<file path="src/rtl/adcseq_pkg.sv">
package adcseq_pkg;
  localparam int SETUP_W = 4;
  localparam int BYTE_BITS = 8;

  typedef enum logic [2:0] {
    ST_CMD,
    ST_CONV,
    ST_READY,
    ST_CLEAR,
    ST_DATA
  } seqState_e;

  typedef struct packed {
    logic               sampleIn;
    logic               convGo;
    logic               convAbort;
    logic [SETUP_W-1:0] setupSel;
    logic               fifoFlush;
    logic               singleSlot;
    logic               loadWord;
    logic               shiftOut;
  } ctlStrobe_t;
endpackage

</file>
<file path="src/rtl/adcseq_ctrl.sv">
module adcseq_ctrl
  import adcseq_pkg::*;
#(
  parameter int WORD_BITS = 24
) (
  input  logic               clk,
  input  logic               rstN,
  input  logic               sclk,
  input  logic               cfgLoop,
  input  logic               cfgMulti,
  input  logic               cfgWait,
  input  logic [SETUP_W-1:0] cfgDepth,
  input  logic [BYTE_BITS-1:0] inByte,
  input  logic               convDone,
  output ctlStrobe_t         stb,
  output seqState_e          state,
  output logic               dataFlag,
  output logic               fallEv,
  output logic               loopWait
);
  localparam int CNT_W = $clog2(WORD_BITS + 1);

  logic [2:0] sclkSync;
  logic riseEv;

  seqState_e stateN;
  logic [CNT_W-1:0] bitCnt, bitCntN;
  logic [SETUP_W-1:0] wordsLeft, wordsLeftN;
  logic [SETUP_W-1:0] convIdx, convIdxN;
  logic [SETUP_W-1:0] depthL, depthLN;
  logic [SETUP_W-1:0] setupL, setupLN;
  logic modeMulti, modeMultiN;
  logic modeLoop, modeLoopN;
  logic runFree, runFreeN;
  logic exitReq, exitReqN;
  logic dataFlagN;

  always_ff @(posedge clk) begin
    if (!rstN) sclkSync <= '0;
    else       sclkSync <= {sclkSync[1:0], sclk};
  end

  assign riseEv = sclkSync[1] & ~sclkSync[2];
  assign fallEv = ~sclkSync[1] & sclkSync[2];
  assign loopWait = modeLoop & ~runFree;

  always_comb begin
    stateN      = state;
    bitCntN     = bitCnt;
    wordsLeftN  = wordsLeft;
    convIdxN    = convIdx;
    depthLN     = depthL;
    setupLN     = setupL;
    modeMultiN  = modeMulti;
    modeLoopN   = modeLoop;
    runFreeN    = runFree;
    exitReqN    = exitReq;
    dataFlagN   = dataFlag;

    stb            = '0;
    stb.sampleIn   = riseEv;
    stb.singleSlot = ~modeMulti;
    if (state == ST_CMD)
      stb.setupSel = cfgMulti ? '0 : inByte[BYTE_BITS-2 -: SETUP_W];
    else if (modeMulti)
      stb.setupSel = convIdx + SETUP_W'(1);
    else
      stb.setupSel = setupL;

    case (state)
      ST_CMD: begin
        if (riseEv) bitCntN = bitCnt + CNT_W'(1);
        if (fallEv && bitCnt == CNT_W'(BYTE_BITS)) begin
          bitCntN = '0;
          if (inByte[BYTE_BITS-1]) begin
            modeMultiN    = cfgMulti;
            modeLoopN     = cfgLoop & ~cfgMulti;
            runFreeN      = cfgLoop & ~cfgMulti & ~cfgWait;
            depthLN       = cfgMulti ? cfgDepth : '0;
            convIdxN      = '0;
            setupLN       = cfgMulti ? '0 : inByte[BYTE_BITS-2 -: SETUP_W];
            exitReqN      = 1'b0;
            stb.fifoFlush = 1'b1;
            stb.convGo    = 1'b1;
            stateN        = ST_CONV;
          end
        end
      end
      ST_CONV: begin
        if (convDone) begin
          if (modeMulti && convIdx != depthL) begin
            convIdxN   = convIdx + SETUP_W'(1);
            stb.convGo = 1'b1;
          end else begin
            dataFlagN = 1'b1;
            stateN    = ST_READY;
          end
        end
      end
      ST_READY: begin
        if (riseEv) begin
          bitCntN = CNT_W'(1);
          stateN  = ST_CLEAR;
        end
      end
      ST_CLEAR: begin
        if (riseEv) bitCntN = bitCnt + CNT_W'(1);
        if (fallEv && bitCnt == CNT_W'(BYTE_BITS)) begin
          if (modeLoop && inByte == '1) begin
            exitReqN      = 1'b1;
            runFreeN      = 1'b0;
            stb.convAbort = 1'b1;
          end
          stb.loadWord = 1'b1;
          dataFlagN    = 1'b0;
          bitCntN      = '0;
          wordsLeftN   = depthL;
          stateN       = ST_DATA;
        end
      end
      ST_DATA: begin
        if (riseEv) bitCntN = bitCnt + CNT_W'(1);
        if (fallEv) begin
          if (bitCnt == CNT_W'(WORD_BITS)) begin
            bitCntN = '0;
            if (wordsLeft != '0) begin
              stb.loadWord = 1'b1;
              wordsLeftN   = wordsLeft - SETUP_W'(1);
            end else if (modeLoop && !exitReq) begin
              if (runFree) begin
                stateN = (dataFlag || convDone) ? ST_READY : ST_CONV;
              end else begin
                stb.convGo = 1'b1;
                stateN     = ST_CONV;
              end
            end else begin
              stb.fifoFlush = 1'b1;
              dataFlagN     = 1'b0;
              runFreeN      = 1'b0;
              stateN        = ST_CMD;
            end
          end else if (bitCnt != '0) begin
            stb.shiftOut = 1'b1;
          end
        end
      end
      default: stateN = ST_CMD;
    endcase

    if (convDone && runFree && !stb.convAbort) begin
      stb.convGo = 1'b1;
      dataFlagN  = 1'b1;
    end
  end

  always_ff @(posedge clk) begin
    if (!rstN) begin
      state     <= ST_CMD;
      bitCnt    <= '0;
      wordsLeft <= '0;
      convIdx   <= '0;
      depthL    <= '0;
      setupL    <= '0;
      modeMulti <= 1'b0;
      modeLoop  <= 1'b0;
      runFree   <= 1'b0;
      exitReq   <= 1'b0;
      dataFlag  <= 1'b0;
    end else begin
      state     <= stateN;
      bitCnt    <= bitCntN;
      wordsLeft <= wordsLeftN;
      convIdx   <= convIdxN;
      depthL    <= depthLN;
      setupL    <= setupLN;
      modeMulti <= modeMultiN;
      modeLoop  <= modeLoopN;
      runFree   <= runFreeN;
      exitReq   <= exitReqN;
      dataFlag  <= dataFlagN;
    end
  end
endmodule

</file>
<file path="src/rtl/adcseq_datapath.sv">
module adcseq_datapath
  import adcseq_pkg::*;
#(
  parameter int DATA_W      = 24,
  parameter int CONV_CYCLES = 40
) (
  input  logic                 clk,
  input  logic                 rstN,
  input  logic                 sdi,
  input  ctlStrobe_t           stb,
  output logic [BYTE_BITS-1:0] inByte,
  output logic                 convDone,
  output logic                 convBusy,
  output logic [SETUP_W:0]     fifoCount,
  output logic                 outMsb
);
  localparam int FIFO_DEPTH = 1 << SETUP_W;
  localparam int MARK_W     = 4;
  localparam logic [MARK_W-1:0] MARK = 4'hA;
  localparam int SEQ_W      = DATA_W - SETUP_W - MARK_W;
  localparam int TIMER_W    = $clog2(CONV_CYCLES + 1);

  logic [1:0] sdiSync;
  logic [TIMER_W-1:0] timer;
  logic [SETUP_W-1:0] setupCur;
  logic [SEQ_W-1:0] seq;
  logic [DATA_W-1:0] result;
  logic [DATA_W-1:0] fifoMem [FIFO_DEPTH];
  logic [SETUP_W-1:0] wrPtr, rdPtr;
  logic [DATA_W-1:0] outShift;
  logic doPop;

  always_ff @(posedge clk) begin
    if (!rstN) begin
      sdiSync <= '0;
      inByte  <= '0;
    end else begin
      sdiSync <= {sdiSync[0], sdi};
      if (stb.sampleIn) inByte <= {inByte[BYTE_BITS-2:0], sdiSync[1]};
    end
  end

  assign convDone = convBusy && timer == '0;
  assign result   = {setupCur, MARK, seq};

  always_ff @(posedge clk) begin
    if (!rstN) begin
      convBusy <= 1'b0;
      timer    <= '0;
      setupCur <= '0;
      seq      <= '0;
    end else begin
      if (convDone) seq <= seq + SEQ_W'(1);
      if (stb.convAbort) begin
        convBusy <= 1'b0;
      end else if (stb.convGo) begin
        convBusy <= 1'b1;
        timer    <= TIMER_W'(CONV_CYCLES - 1);
        setupCur <= stb.setupSel;
      end else if (convDone) begin
        convBusy <= 1'b0;
      end else if (convBusy) begin
        timer <= timer - TIMER_W'(1);
      end
    end
  end

  assign doPop = stb.loadWord && fifoCount != '0;

  always_ff @(posedge clk) begin
    if (convDone && !stb.fifoFlush)
      fifoMem[stb.singleSlot ? '0 : wrPtr] <= result;
  end

  always_ff @(posedge clk) begin
    if (!rstN || stb.fifoFlush) begin
      wrPtr     <= '0;
      rdPtr     <= '0;
      fifoCount <= '0;
    end else if (stb.singleSlot) begin
      if (convDone)   fifoCount <= (SETUP_W+1)'(1);
      else if (doPop) fifoCount <= '0;
    end else begin
      if (convDone) wrPtr <= wrPtr + SETUP_W'(1);
      if (doPop)    rdPtr <= rdPtr + SETUP_W'(1);
      case ({convDone, doPop})
        2'b10:   fifoCount <= fifoCount + (SETUP_W+1)'(1);
        2'b01:   fifoCount <= fifoCount - (SETUP_W+1)'(1);
        default: fifoCount <= fifoCount;
      endcase
    end
  end

  always_ff @(posedge clk) begin
    if (!rstN)             outShift <= '0;
    else if (stb.loadWord) outShift <= fifoMem[rdPtr];
    else if (stb.shiftOut) outShift <= {outShift[DATA_W-2:0], 1'b0};
  end

  assign outMsb = outShift[DATA_W-1];
endmodule

</file>
<file path="src/rtl/adcseq_top.sv">
module adcseq_top
  import adcseq_pkg::*;
#(
  parameter int DATA_W      = 24,
  parameter int CONV_CYCLES = 40
) (
  input  logic               clk,
  input  logic               rstN,
  input  logic               sclk,
  input  logic               sdi,
  output logic               sdo,
  input  logic               cfgLoop,
  input  logic               cfgMulti,
  input  logic               cfgWait,
  input  logic [SETUP_W-1:0] cfgDepth
);
  ctlStrobe_t stb;
  seqState_e ctlState;
  logic flagUp;
  logic fallEv;
  logic loopWait;
  logic [BYTE_BITS-1:0] inByte;
  logic convDone;
  logic convBusy;
  logic [SETUP_W:0] fifoCount;
  logic outMsb;

  adcseq_ctrl #(.WORD_BITS(DATA_W)) uCtrl (
    .clk(clk), .rstN(rstN), .sclk(sclk),
    .cfgLoop(cfgLoop), .cfgMulti(cfgMulti), .cfgWait(cfgWait), .cfgDepth(cfgDepth),
    .inByte(inByte), .convDone(convDone),
    .stb(stb), .state(ctlState), .dataFlag(flagUp), .fallEv(fallEv), .loopWait(loopWait)
  );

  adcseq_datapath #(.DATA_W(DATA_W), .CONV_CYCLES(CONV_CYCLES)) uPath (
    .clk(clk), .rstN(rstN), .sdi(sdi), .stb(stb),
    .inByte(inByte), .convDone(convDone), .convBusy(convBusy),
    .fifoCount(fifoCount), .outMsb(outMsb)
  );

  assign sdo = (ctlState == ST_DATA) ? outMsb : ~flagUp;
endmodule

</file>
<file path="config.mk">
export PLATFORM = sky130hd
export DESIGN_NAME = adcseq_top
export DESIGN_NICKNAME = d
export VERILOG_FILES = /design/src/rtl/adcseq_pkg.sv /design/src/rtl/adcseq_ctrl.sv /design/src/rtl/adcseq_datapath.sv /design/src/rtl/adcseq_top.sv
export SDC_FILE = /design/constraint.sdc
export NUM_CORES = 1
export LEC_CHECK = 0
export CORE_ASPECT_RATIO = 1.75
export CORE_MARGIN = 1
export CORE_UTILIZATION = 35
export DETAILED_ROUTE_END_ITERATION = 12
export HOLD_SLACK_MARGIN = 0.12
export PLACE_DENSITY = 0.63
export SLEW_MARGIN = 20
export SYNTH_ARGS = -nofsm -noshare
export SYNTH_HDL_FRONTEND = slang
export SYNTH_SLANG_ARGS = --single-unit
</file>
<file path="constraint.sdc">
create_clock -name clk -period 2.9 [get_ports clk]
set_input_delay 0.58 -clock clk [delete_from_list [all_inputs] [get_ports clk]]
set_output_delay 0.58 -clock clk [all_outputs]
set_load 0.005 [all_outputs]
</file>
# Word-level counts from Yosys, hierarchy flattened
# Memories as Yosys holds them, arrays and structs flattened. A register that Yosys moved wholly into a read port is not among the register bits.
# Index checks and enable logic that the tools add are counted.
# word_totals
register_bits	106
mem_bits_rw	320
in_bits	11
output_inout_bits	1
wordCells	216
mem_count	1
# memory_table
name	depth	width	rd	rd_clocked_by_memory_dff	write_ports	line	source
uPath.fifoMem	16	20	1	1	1	adcseq_datapath.sv:28	logic [DATA_W-1:0] fifoMem [FIFO_DEPTH];
# op_classes
n_addsub	9
eq_ne	32
mux	96
bitwise_logic	11
reduce_logical	45
# op_table
cell	n
$mux W4	15
$mux W24	2
$mux W1	44
$mux W5	8
$mux W3	11
$mux W6	3
$ne A2 B1 Y1 const B	9
$reduce_and A9 Y1	2
$add A16 B1 Y16 const B	1
$pmux W4 S2	2
$ne A3 B1 Y1 const B	5
$pmux W3 S5	1
$pmux W5 S3	1
$reduce_and A5 Y1	3
$add A4 B1 Y4 const B	3
$reduce_bool A2 Y1	6
$add A5 B1 Y5 const B	2
$ne A2 B2 Y1 const B	5
$pmux W5 S2	1
$reduce_and A2 Y1	5
$reduce_bool A5 Y1	2
$logic_and A1 B1 Y1	9
$ne A3 B3 Y1 const B	3
$pmux W1 S3	3
other kinds (25)	47

# Logic depth before layout (Yosys ltp)
# Gate-level depths: netlist (run 1).
# logic_depth
ltp_word	11
mapped_depth	14
mapped_depth_nobuf	13

# Hierarchy
# From an unflattened synthesis (run 1), not the netlist that was laid out.
# unflattened
cells_unflattened	1142
hier_area_um2	17645.7
# by_module_without_submodules
module	instances	cells_each	area_each_um2	seq_area_each_um2
adcseq_datapath	1	888	15650.0	11170.7
adcseq_ctrl	1	251	1969.4	640.6
adcseq_top	1	3	26.3	0.0

# Worst setup path before layout (run 1)
# Ideal clock, no wire load.
# synth_path
path_kind	register to register
startpoint	register uPath.timer[0]
endpoint	register uPath.fifoCount[4]
setup_ps	74
arrival_time_ps	3030
required_time_ps	2826
path_slack_ps	-205
stages_incl_launch_ff	15
synth_period_minus_slack_ps	3105
path_cell_list	dfxtp_1 -> inv_1 -> ha_1 -> nor2b_1 -> and2_1 -> clkbuf_1 -> nor4_1 -> inv_1 -> fa_1 -> inv_1 -> a21o_1 -> a21oi_1 -> or3_1 -> a211o_1 -> a31oi_1
# synth_via
elab_chain_len	5
word_cells_on_any_way	10
cone_classes	3 x eq/ne; 3 x mux; 4 x reduce/logical
# synth_rtl
item	line	source
start, declared	adcseq_datapath.sv:24	logic [TIMER_W-1:0] timer;
start signal, assigned	adcseq_datapath.sv:58	timer <= TIMER_W'(CONV_CYCLES - 1);
start signal, assigned	adcseq_datapath.sv:63	timer <= timer - TIMER_W'(1);
$logic_not A6 Y1 (*)	adcseq_datapath.sv:43	assign convDone = convBusy && timer == '0;
$logic_and A1 B1 Y1 (*)	adcseq_datapath.sv:43	
$eq A2 B1 Y1 or $eq A2 B2 Y1 (tied branches)	adcseq_datapath.sv:86	case ({convDone, doPop})
$pmux W5 S2 or $ne A3 B1 Y1 (tied branches)	-	
$mux W5 or $reduce_and A2 Y1 (tied branches)	-	
end signal, assigned	adcseq_datapath.sv:81	if (convDone) fifoCount <= (SETUP_W+1)'(1);
end signal, assigned	adcseq_datapath.sv:87	2'b10: fifoCount <= fifoCount + (SETUP_W+1)'(1);
end signal, assigned	adcseq_datapath.sv:88	2'b01: fifoCount <= fifoCount - (SETUP_W+1)'(1);
end, declared	adcseq_datapath.sv:14	output logic [SETUP_W:0] fifoCount,
# Every way passes the cells marked *; elsewhere a longest branch is shown, timed or not.
# A chain may end at the register's enable or synchronous reset.

# Worst setup path after layout (run 1)
# layout_path
startpoint	register uCtrl.state[0]
endpoint	output sdo
# layout_via
elab_chain_len	2
# layout_rtl
item	line	source
start, declared	adcseq_ctrl.sv:16	output seqState_e state,
start signal, assigned	adcseq_ctrl.sv:170	state <= stateN;
$eq A3 B3 Y1	adcseq_top.sv:41	assign sdo = (ctlState == ST_DATA) ? outMsb : ~flagUp;
$mux W1	adcseq_top.sv:41	
end, declared	adcseq_top.sv:11	output logic sdo,
# Every way passes these cells.

==> results of run 1 <==
==> timing repair <==
action                                  in CTS  in global routing
gates resized for setup                     13                 12
pin swaps                                    0                  2
setup buffers                                0                  7
endpoints found under the setup margin     130                127
==> placed cells by master, fill, tap and decap left out, types with 22 or more instances in the layout <==
cell,instances
edfxtp_1,320
mux4_2,99
a21oi_1,66
dfxtp_1,105
buf_12,22
nand2_1,82
nand3_1,30
clkbuf_16,39
buf_4,70
nor2_1,72
==> power breakdown <==
part	total [mW]	switching [mW]	internal, mW
Clock	4.73	2.24	2.49
Combinational	0.403	0.241	0.162
Sequential	6.56	0.0248	6.54
==> critical path, cell delays in order, from the launching register on <==
cell	delay [ps]
dfxtp_1	350
or3b_2	510
buf_6	180
a21oi_2	150
clkdlybuf4s50_1	510
==> layer usage <==
layer | GRT usage (%) | vias to the layer above | wire, microns
met4 | 7.779 | 0 | 1741
met1 | 17.05 | 5030 | 14500
met5 | 0 | - | 0
li1 | - | 4455 | -
met2 | 32.15 | 230 | 22950
met3 | 1.996 | 93 | 1437
==> through the flow <==
step / hold slack (ps) / setup slack [ps]
floorplan: 411.9 / -63.61
CTS: 438.6 / -79.18
global route: 454.8 / -0.03042
global placement: 424.2 / -171.8
finish: 436.0 / 74.37
detailed placement: 427.1 / -158.3
==> sequential cells by signal (all words and copies together), names as in the netlist, 2 cells and up, named ones only <==
signal	cells
uCtrl.bitCnt	5
uCtrl.convIdx	4
uCtrl.depthL	4
uCtrl.sclkSync	3
uCtrl.setupL	4
uCtrl.state	3
uCtrl.wordsLeft	4
uPath.fifoCount	5
uPath.fifoMem	320
uPath.inByte	8
uPath.outShift	24
uPath.rdPtr	4
uPath.sdiSync	2
uPath.seq	16
uPath.setupCur	4
uPath.timer	6
uPath.wrPtr	4
==> worst min-delay path by stage <==
stage	startpoint	slack [ps]	to	depth (start not counted)
2_1_floorplan	uCtrl.sclkSync[0]$_SDFF_PN0_	410	uCtrl.sclkSync[1]$_SDFF_PN0_	1
3_3_place_gp	uPath.sdiSync[0]$_SDFF_PN0_	420	uPath.sdiSync[1]$_SDFF_PN0_	1
3_5_place_dp	uCtrl.sclkSync[0]$_SDFF_PN0_	430	uCtrl.sclkSync[1]$_SDFF_PN0_	1
4_1_cts	uPath.sdiSync[1]$_SDFF_PN0_	440	uPath.inByte[0]$_SDFFE_PN0P_	2
5_1_grt	uPath.sdiSync[1]$_SDFF_PN0_	450	uPath.inByte[0]$_SDFFE_PN0P_	2
6_report	uPath.sdiSync[1]$_SDFF_PN0_	440	uPath.inByte[0]$_SDFFE_PN0P_	2
==> cell usage after synthesis, types with 4 or more instances <==
library cell	instances
a211oi_1	11
a21o_1	5
a21oi_1	69
a22oi_1	18
a31oi_1	6
and2_1	8
and3_1	7
buf_2	17
clkbuf_1	40
dfxtp_1	110
edfxtp_1	320
ha_1	12
inv_1	18
mux2i_1	14
mux4_2	99
nand2_1	82
nand3_1	30
nand3b_1	5
nand4_1	9
nor2_1	88
nor2b_1	8
nor3_1	17
o21a_1	4
o21ai_0	18
or3_1	4
xnor2_1	14
xor2_1	19
==> layout make-up <==
cell class / instances / area share (%)
sequential: 430 / 58.22
inverter: 18 / 0.3327
timing repair buffer: 104 / 5.354
clock buffer: 44 / 4.898
clock inverter: 25 / 0.7701
tap: 654 / 4.029
multi-input combinational: 603 / 26.40
==> kinds of logic after synthesis <==
kind of cell | count (synthesis) | share of synthesized area [%]
AO/OA/AOI/OAI | 151 | 5.426
XOR/XNOR | 33 | 1.667
adder cells (fa/ha/maj) | 13 | 0.9812
buffers and inverters | 79 | 1.876
flip-flops | 430 | 68.11
multiplexers | 113 | 13.67
AND/OR/NAND/NOR | 293 | 8.276
==> summary.txt, run 1 <==
Worst setup path
  • Reg2reg start: uCtrl.wordsLeft[0]$_SDFFE_PN0P_
  • CP endpoint: sdo
  • Worst r2r dst: uPath.fifoMem[1][17]$_DFFE_PP_
  • CP Class: reg2out
  • Worst setup path start: uCtrl.state[0]$_SDFFE_PN0P_
  • Worst Reg-to-Reg Cells: 10
  • R2R setup slack: 150 ps
  • Crit path required time: 2320 ps
  • Worst-path fanout max: 13
  • CP endpoint kind: output pin
  • Arr. time, crit path: 2250 ps
  • Worst setup SP type: register

STA
  • Peak Freq: 0.3539 GHz
  • Rel. slew slack: 37.65%
  • Hold violation count in the final report: 0
  • Slew @ Worst Pin: 926.7 ps
  • Setup TNS: 0 ps
  • Final Cycle Share: 97.44%
  • Unrepaired setup endpoints after global routing: yes
  • Minimum clock period: 2826 ps
  • Final Slew Violations: 0
  • Worst Clk Skew: 15.17 ps
  • Final setup fails: 0

Layout
  • Final nets: 1219
  • Fill cells: 4373
  • Antenna cells: 0
  • Layout Utilization: 41.67%
  • Layout Cells excl Fill: 1878
  • Layout cells sized above 1: 24.10%
  • Area growth from synthesis to final layout: 17.11%
  • Reg area: 11820 sq um
  • Multi-input logic area: 5361 sq um
  • Final instance area: 20310 sq um

Yosys
  • Gate Count Post-Synth: 1112
  • Area leader, netlist: edfxtp_1
  • Post-synth EDFFs: 320
  • Sequential-to-total area share from yosys stat: 68.11%
  • Top area cells in the synthesized netlist: edfxtp_1 (55%), mux4_2 (13%), dfxtp_1 (13%), a21oi_1 (2.0%), nor2_1 (1.9%)
  • Yosys warns: 0
  • Share of the synthesized area in the top cell type: 55.41%
  • #FFs+latches synth: 430
  • Most used DFF post-synth: edfxtp_1
  • Syn Area/Cell: 15.59 sq um
  • Syn_nets: 1136
  • Yosys cell types: 66
  • Cell area after synthesis: 17340 sq um
  • Fraction of registers with async set/reset: 0%

Global routing
  • First-pass GRT wire length: 60.98 mm
  • Antenna violations before repair: 0
  • Largest net degree at the start of global routing: 60
  • Gr ovfl total: 0
  • Vias in the first global route: 10280
  • Total GRT Usage: 16.42%

Floorplan
  • Area of the core: 48730 sq um
  • Initial Util: 35.59%
  • Die area: 50480 sq um
  • Die X: 170.3 microns
  • Floorplan row count: 107
  • I/O Pins: 12
  • Die Ht: 296.5 microns

Route
  • Routed Antenna Nets: 0
  • Initial DRC Count: 597
  • # DRC: 0
  • DR WL/cell: 21.63 microns
  • Via density: 5.223
  • Pre-antenna DRT Iters: 5
  • Via count: 9808
  • WL final: 40.63 mm

Placement
  • Cell total after placement: 1802
  • Placed Area: 18960 sq um
  • Detailed Place HPWL: 27.43 mm
  • PortBufs: 11
  • Placer Congestion: 0.8868

Outcome
  • Outcome: finished clean

Clocking
  • # hold bufs at CTS: 0
  • Worst-path clk slew: 70 ps
  • Clock Root Buffer: clkbuf_16
  • Clock Path Buffers: 3
  • CTS tree: built
  • Skew-Pair Late Insertion Delay: 540 ps
  • CTS H-tree lvls: 2
  • CTS Buf Count: 38
  • Num Clock Sinks: 430

Pwr
  • Power Dens Cells: 575.8 nW/um^2
  • Power Total: 11.69 mW
  • Peak VDD IR: 0.3966 mV
  • Leakage: 6.222 nW

Min path
  • Hold Path Class: reg2reg

Flow run
  • MaxCap Viol Count: 0
No activity file was read; power rests on OpenSTA's default activity.
==> inputs of run 2 (changes only) <==
==> constraint.sdc (replaced) <==
create_clock -name clk -period 2.9 [get_ports clk]
set_input_delay 0.29 -clock clk [delete_from_list [all_inputs] [get_ports clk]]
set_output_delay 0.29 -clock clk [all_outputs]
set_load 0.005 [all_outputs]
==> run 2 against run 1 <==
Sequential share of layout area hardly changed. Clock power is 14% higher. Clock skew is 7.1 ps higher. Final area hardly changed. Die area stayed put. Fmax hardly changed. Combinational power is 1% higher. Worst hold slack worse by 100 ps. Register-to-register slack worse by 70 ps. Total power is 5.6% higher. Via count is 0.58% higher. Critical path depth is 8 higher. Critical path type is now reg2reg. Critical endpoint is now uPath.fifoCount[4]$_SDFFE_PP0P_. Largest cell class unchanged. Highest routed layer unchanged.
==> summary.txt, run 2 (same netlist as run 1, synthesis figures left out) <==
Worst setup path
  • CP endpoint: uPath.fifoCount[4]$_SDFFE_PP0P_
  • Crit path required time: 3370 ps (+1050 ps)
  • Worst setup SP type: register
  • Worst Reg-to-Reg Cells: 12 (+2)
  • Highest-delay cell along the critical path: or3b_2
  • Arr. time, crit path: 3290 ps (+1040 ps)
  • CP Cell Sequence: inv_1 > ha_1 > or3b_2 > a21oi_2 > nor4_4 > ha_1 > a21o_1 > a21oi_1 > buf_4 > nand3_1 > a211o_1 > a31oi_1
  • Worst setup path start: uCtrl.wordsLeft[0]$_SDFFE_PN0P_
  • CP endpoint kind: register
  • Max incr delay on CP: 480 ps (-30 ps)
  • CP most frequent cell: ha_1
  • R2R setup slack: 80 ps (-70 ps)
  • Worst-path fanout max: 4 (-9)
  • Reg2reg start: uCtrl.wordsLeft[0]$_SDFFE_PN0P_
  • CP Class: reg2reg
  • Worst r2r dst: uPath.fifoCount[4]$_SDFFE_PP0P_

Clocking
  • Clock Root Buffer: clkbuf_16
  • Skew-Pair Late Insertion Delay: 560 ps (+20 ps)
  • CTS Buf Count: 38 (unchanged)
  • CTS tree: built
  • Clock Path Buffers: 3 (unchanged)
  • CTS H-tree lvls: 2 (unchanged)
  • Num Clock Sinks: 430 (unchanged)
  • Worst-path clk slew: 70 ps (about the same)
  • # hold bufs at CTS: 0 (unchanged)

Floorplan
  • Floorplan row count: 107 (unchanged)
  • Initial Util: 35.59% (unchanged)
  • Area of the core: 48730 sq um (unchanged)
  • Die X: 170.3 microns (unchanged)
  • Die Ht: 296.5 microns (unchanged)
  • Die area: 50480 sq um (unchanged)
  • I/O Pins: 12 (unchanged)

Layout
  • Number of flip-flops under the largest register name: 320 (unchanged)
  • Fill cells: 4374 (+0.023%)
  • Layout cells sized above 1: 23.22% (-0.88 points)
  • Biggest register: uPath.fifoMem
  • Final instance area: 20300 sq um (about the same)
  • Area growth from synthesis to final layout: 17.08% (about the same)
  • Final nets: 1204 (-1.2%)
  • Multi-input logic area: 5338 sq um (-0.44%)
  • Commonest non-fill, non-tap cell in the layout: edfxtp_1
  • Most frequent cells in the layout: edfxtp_1 (320), dfxtp_1 (106), mux4_2 (99)
  • Antenna cells: 0 (unchanged)
  • Reg area: 11820 sq um (about the same)
  • Largest regs: uPath.fifoMem x320, uPath.outShift x24, uPath.seq x16

Route
  • Routed Antenna Nets: 0 (unchanged)
  • # DRC: 0 (unchanged)
  • Via count: 9865 (+0.58%)
  • DR WL/cell: 21.98 microns (+1.6%)
  • Initial DRC Count: 817 (+37%)
  • Pre-antenna DRT Iters: 5 (unchanged)
  • Via density: 5.292 (+1.3%)
  • WL final: 40.96 mm (+0.82%)

Global routing
  • Total GRT Usage: 16.68% (+0.26 points)
  • Vias in the first global route: 10370 (+0.88%)
  • First-pass GRT wire length: 61.84 mm (+1.4%)
  • Largest net degree at the start of global routing: 65 (+8.3%)
  • Antenna violations before repair: 0 (unchanged)
  • Gr ovfl total: 0 (unchanged)

STA
  • Final worst setup slack: 76.44 ps (+2.070 ps)
  • Final Slew Violations: 0 (unchanged)
  • Peak Freq: 0.3542 GHz (about the same)
  • Final setup fails: 0 (unchanged)
  • Slew @ Worst Pin: 801.2 ps (-125.4 ps)
  • Rel. slew slack: 46.17% (+8.5 points)
  • Unrepaired setup endpoints after global routing: yes
  • Minimum clock period: 2824 ps (-2.070 ps)
  • Worst Clk Skew: 22.24 ps (+7.075 ps)
  • Final Cycle Share: 97.36% (about the same)
  • Hold violation count in the final report: 0 (unchanged)

Min path
  • Hold Path Cell Cnt: 3 (+1)
  • Hold Path Class: in2reg
  • Hold Path Origin: cfgDepth[3]

Pwr
  • Internal cell power: 9.788 mW (+6.5%)
  • Peak VDD IR: 0.3311 mV (-17%)
  • Seq pwr share: 53.1% (-3.0 points)
  • Leakage: 6.201 nW (-0.34%)
  • Share of total power in the clock network: 43.6% (+3.2 points)
  • Sw frac: 20.71% (-0.70 points)
  • Power Dens Cells: 608.0 nW/um^2 (+5.6%)
  • NetSw: 2.557 mW (+2.1%)
  • Comb power frac: 3.3% (about the same)

Placement
  • PortBufs: 11 (unchanged)
  • Detailed Place HPWL: 27.70 mm (+1.0%)
  • Pre-CTS setup slack: -41.65 ps (+116.6 ps)
  • Placer Congestion: 0.9010 (+1.6%)
  • Placed Area: 18890 sq um (-0.36%)

Flow run
  • MaxCap Viol Count: 0 (unchanged)

Outcome
  • Outcome: finished clean
==> run 2: cell types whose count changed in the layout (fill, tap and decap cells not counted), sizes merged <==
cell / delta
clkinv: -6
clkbuf: -2
buf: -15
inv: +2
bufinv: +7
==> run 2: worst min-delay path by stage <==
stage,end,slack (ps)
floorplan,uCtrl.sclkSync[1]$_SDFF_PN0_,410
global route,uCtrl.depthL[3]$_SDFFE_PN0P_,330
finish,uCtrl.depthL[3]$_SDFFE_PN0P_,330
detailed placement,uCtrl.sclkSync[1]$_SDFF_PN0_,430
global placement,uCtrl.sclkSync[1]$_SDFF_PN0_,420
CTS,uCtrl.sclkSync[0]$_SDFF_PN0_,320
==> run 2: final cells by class <==
class,count,area share (%)
repair buffers,89,4.597
clock buffers,42,4.807
clock inverters,28,1.719
inverters,18,0.3328
well taps,654,4.030
multi-input cells,603,26.29
flip-flops and latches,430,58.22
==> run 2: through the flow <==
step / cells / utilization [%] / power, mW / hold slack, ps / TNS (ps)
global route: 1864 / 41.66 / 12.66 / 333.4 / -109.4
floorplan: 1112 / - / 6.948 / 411.9 / -15550
finish: 1864 / 41.66 / 12.34 / 332.3 / 0
CTS: 1863 / 41.53 / 12.41 / 322.4 / -703.5
detailed placement: 1793 / 38.77 / 7.088 / 434.4 / -1224
global placement: 1793 / 38.77 / 7.080 / 423.4 / -457.2
==> run 2: routing by layer <==
layer	GRT usage (%)	up-vias	wire length [microns]
met5	0	-	0
met4	8.262	0	1979
met3	1.969	107	1430
met2	32.48	278	23070
met1	17.35	5034	14480
li1	-	4446	-
==> run 2: worst max-delay path, delay by kind of cell (launching register included) <==
kind	cells	cell delay (ps)
AOI/OAI and AO/OA	5	1060
and+or+nand+nor	3	630
adders and majority gates	2	520
DFF	1	330
buffers and inverters	2	190
==> run 2: power by group through the flow <==
stage / sequential, mW / clock [mW] / combinational, mW
6_report: 6.56 / 5.38 / 0.408
5_1_grt: 6.56 / 5.66 / 0.437
4_1_cts: 6.56 / 5.46 / 0.394
3_5_place_dp: 6.70 / 0 / 0.391
3_3_place_gp: 6.69 / 0 / 0.387
2_1_floorplan: 6.68 / 0 / 0.265
==> run 2: repair_timing <==
item                                    in CTS  in global routing
pin swaps                                    0                  1
resized for setup                            5                 13
buffers inserted                             0                  1
endpoints found under the setup margin      63                 99
==> inputs of run 3 (changes only) <==
--- a/config.mk
+++ b/config.mk
@@ -8,6 +8,7 @@
 export CORE_ASPECT_RATIO = 1.75
 export CORE_MARGIN = 1
 export CORE_UTILIZATION = 35
+export CTS_CLUSTER_DIAMETER = 40
 export DETAILED_ROUTE_END_ITERATION = 12
 export HOLD_SLACK_MARGIN = 0.12
 export PLACE_DENSITY = 0.63
==> run 3 against run 2 <==
Clock skew decreased by 3.1 ps. Via count about the same. Critical path type unchanged. Die area unchanged. Largest power group unchanged.
==> summary.txt, run 3 (same netlist as run 1, synthesis figures left out) <==
Outcome
  • Outcome: finished clean

Worst setup path
  • Worst-path fanout max: 11 (+7)
  • Crit path required time: 3170 ps (-200 ps)
  • CP Class: reg2reg
  • Arr. time, crit path: 3140 ps (-150 ps)
  • CP endpoint kind: register
  • Worst setup SP type: register

Layout
  • Layout Utilization: 41.64% (about the same)
  • Commonest non-fill, non-tap cell in the layout: edfxtp_1
  • Most frequent cells in the layout: edfxtp_1 (320), dfxtp_1 (105), mux4_2 (99)
  • Biggest register: uPath.fifoMem
  • Layout cells sized above 1: 23.25% (+0.025 points)
  • Number of flip-flops under the largest register name: 320 (unchanged)
  • Final instance area: 20290 sq um (about the same)
  • Antenna cells: 0 (unchanged)
  • Layout Cells excl Fill: 1867 (+0.16%)
  • Largest regs: uPath.fifoMem x320, uPath.outShift x24, uPath.seq x16
  • Area growth from synthesis to final layout: 17.00% (about the same)
  • Final nets: 1206 (+0.17%)

Route
  • Routed Antenna Nets: 0 (unchanged)
  • Pre-antenna DRT Iters: 5 (unchanged)
  • Via count: 9874 (+0.091%)
  • Via density: 5.289 (about the same)
  • Initial DRC Count: 724 (-11%)
  • DR WL/cell: 21.84 microns (-0.59%)
  • # DRC: 0 (unchanged)
  • WL final: 40.78 mm (-0.43%)

STA
  • Final Slew Violations: 0 (unchanged)
  • Rel. slew slack: 41.40% (-4.8 points)
  • Final Cycle Share: 99.12% (+1.8 points)
  • Worst Clk Skew: 19.19 ps (-3.054 ps)
  • Final setup fails: 0 (unchanged)
  • Unrepaired setup endpoints after global routing: yes
  • Hold violation count in the final report: 0 (unchanged)
  • Slew @ Worst Pin: 878.1 ps (+76.87 ps)
  • Peak Freq: 0.3479 GHz (-1.8%)
  • Minimum clock period: 2875 ps (+51.03 ps)
  • Final worst setup slack: 25.41 ps (-51.03 ps)

Floorplan
  • Initial Util: 35.59% (unchanged)
  • I/O Pins: 12 (unchanged)
  • Die X: 170.3 microns (unchanged)
  • Die Ht: 296.5 microns (unchanged)
  • Die area: 50480 sq um (unchanged)
  • Area of the core: 48730 sq um (unchanged)
  • Floorplan row count: 107 (unchanged)

Clocking
  • CTS Buf Count: 40 (+5.3%)
  • Worst-path clk slew: 60 ps (about the same)
  • Clock Path Buffers: 3 (unchanged)
  • Num Clock Sinks: 430 (unchanged)
  • CTS H-tree lvls: 2 (unchanged)
  • # hold bufs at CTS: 0 (unchanged)
  • Skew-Pair Late Insertion Delay: 550 ps (about the same)
  • CTS tree: built
  • Clock Root Buffer: clkbuf_16

Global routing
  • GRT met2 Usage: 32.58% (+0.10 points)
  • Largest net degree at the start of global routing: 65 (unchanged)
  • Vias in the first global route: 10300 (-0.65%)
  • Met3 GRT Util: 2.089% (+0.12 points)
  • Gr ovfl total: 0 (unchanged)
  • Total GRT Usage: 16.64% (-0.036 points)
  • First-pass GRT wire length: 61.73 mm (-0.19%)
  • Antenna violations before repair: 0 (unchanged)
  • Met1 usage: 17.42% (+0.067 points)
  • Gr busiest metal: met2

Flow run
  • MaxCap Viol Count: 0 (unchanged)

Pwr
  • Power Dens Cells: 605.4 nW/um^2 (-0.43%)
  • Leakage: 6.211 nW (+0.17%)
  • Peak VDD IR: 0.3367 mV (+1.7%)
  • Power Total: 12.28 mW (-0.50%)

Placement
  • Placed Area: 18890 sq um (unchanged)
  • Detailed Place HPWL: 27.70 mm (unchanged)
  • PortBufs: 11 (unchanged)
  • Placer Congestion: 0.9010 (unchanged)
  • Pre-CTS setup slack: -41.65 ps (unchanged)
  • Cell total after placement: 1793 (unchanged)

Min path
  • Hold Path Class: in2reg
run 3: cell count changes in the layout (fill, tap and decap cells not counted), moves of 3 or more:
cell	previous run	this run
bufinv_16	7	4
clkbuf_1	3	9
clkbuf_16	38	41
clkinv_1	5	2
clkinvlp_4	4	1
inv_6	2	5
nor2_2	3	7
nor2_4	13	9
run 3: routing by layer:
metal | vias to the layer above | share of wire [%] | wire length [microns]
met5 | - | 0 | 0
met4 | 0 | 4.1 | 1673
met3 | 98 | 3.4 | 1374
met2 | 249 | 57 | 23220
met1 | 5087 | 36 | 14520
li1 | 4440 | - | -
run 3: per-stage QoR:
stage	TNS [ps]	hold slack (ps)
4_1_cts	0	318.3
6_report	0	328.9
3_3_place_gp	-457.2	423.4
3_5_place_dp	-1224	434.4
2_1_floorplan	-15550	411.9
5_1_grt	-2042	330.3
run 3: layout make-up:
| type | instances | area, sq um |
|---|---|---|
| fill | 4385 | 28440 |
| tap | 654 | 818.3 |
| sequential | 430 | 11820 |
| multi-input combinational | 603 | 5328 |
| clock inverter | 22 | 246.5 |
| inverter | 18 | 67.56 |
| clock buffer | 51 | 1074 |
| timing repair buffer | 89 | 933.4 |
run 3: worst paths after layout:
kind                                                      start                            end  slack [ps]  depth (start not counted)
worst max-delay path            uCtrl.wordsLeft[0]$_SDFFE_PN0P_  uPath.fifoMem[9][5]$_DFFE_PP_          30                         10
worst min-delay path                                cfgDepth[3]   uCtrl.depthL[3]$_SDFFE_PN0P_         330                          3
worst max register to register  uCtrl.wordsLeft[0]$_SDFFE_PN0P_  uPath.fifoMem[9][5]$_DFFE_PP_          30                         10
worst min register to register      uPath.sdiSync[1]$_SDFF_PN0_   uPath.inByte[0]$_SDFFE_PN0P_         450                          2
run 3: where the power goes:
part,switching [mW],internal (mW),leakage [nW]
registers,0.0241,6.54,3.74
clock network,2.30,3.02,0.647
logic,0.243,0.159,1.82
run 3: what timing repair did:
item,4_1_cts,5_1_grt
buffers inserted,0,1
setup endpoints to repair,75,72
gates resized for setup,8,9
pin swaps,0,2
run 3: worst max-delay path, cell delays in order, from the launching register on:
cell	delay (ps)
dfxtp_2	350
inv_1	50
ha_1	220
nor3b_1	170
and3_1	170
o21ai_0	230
buf_4	210
nand4b_1	110
buf_4	180
nor2_2	670
buf_12	230
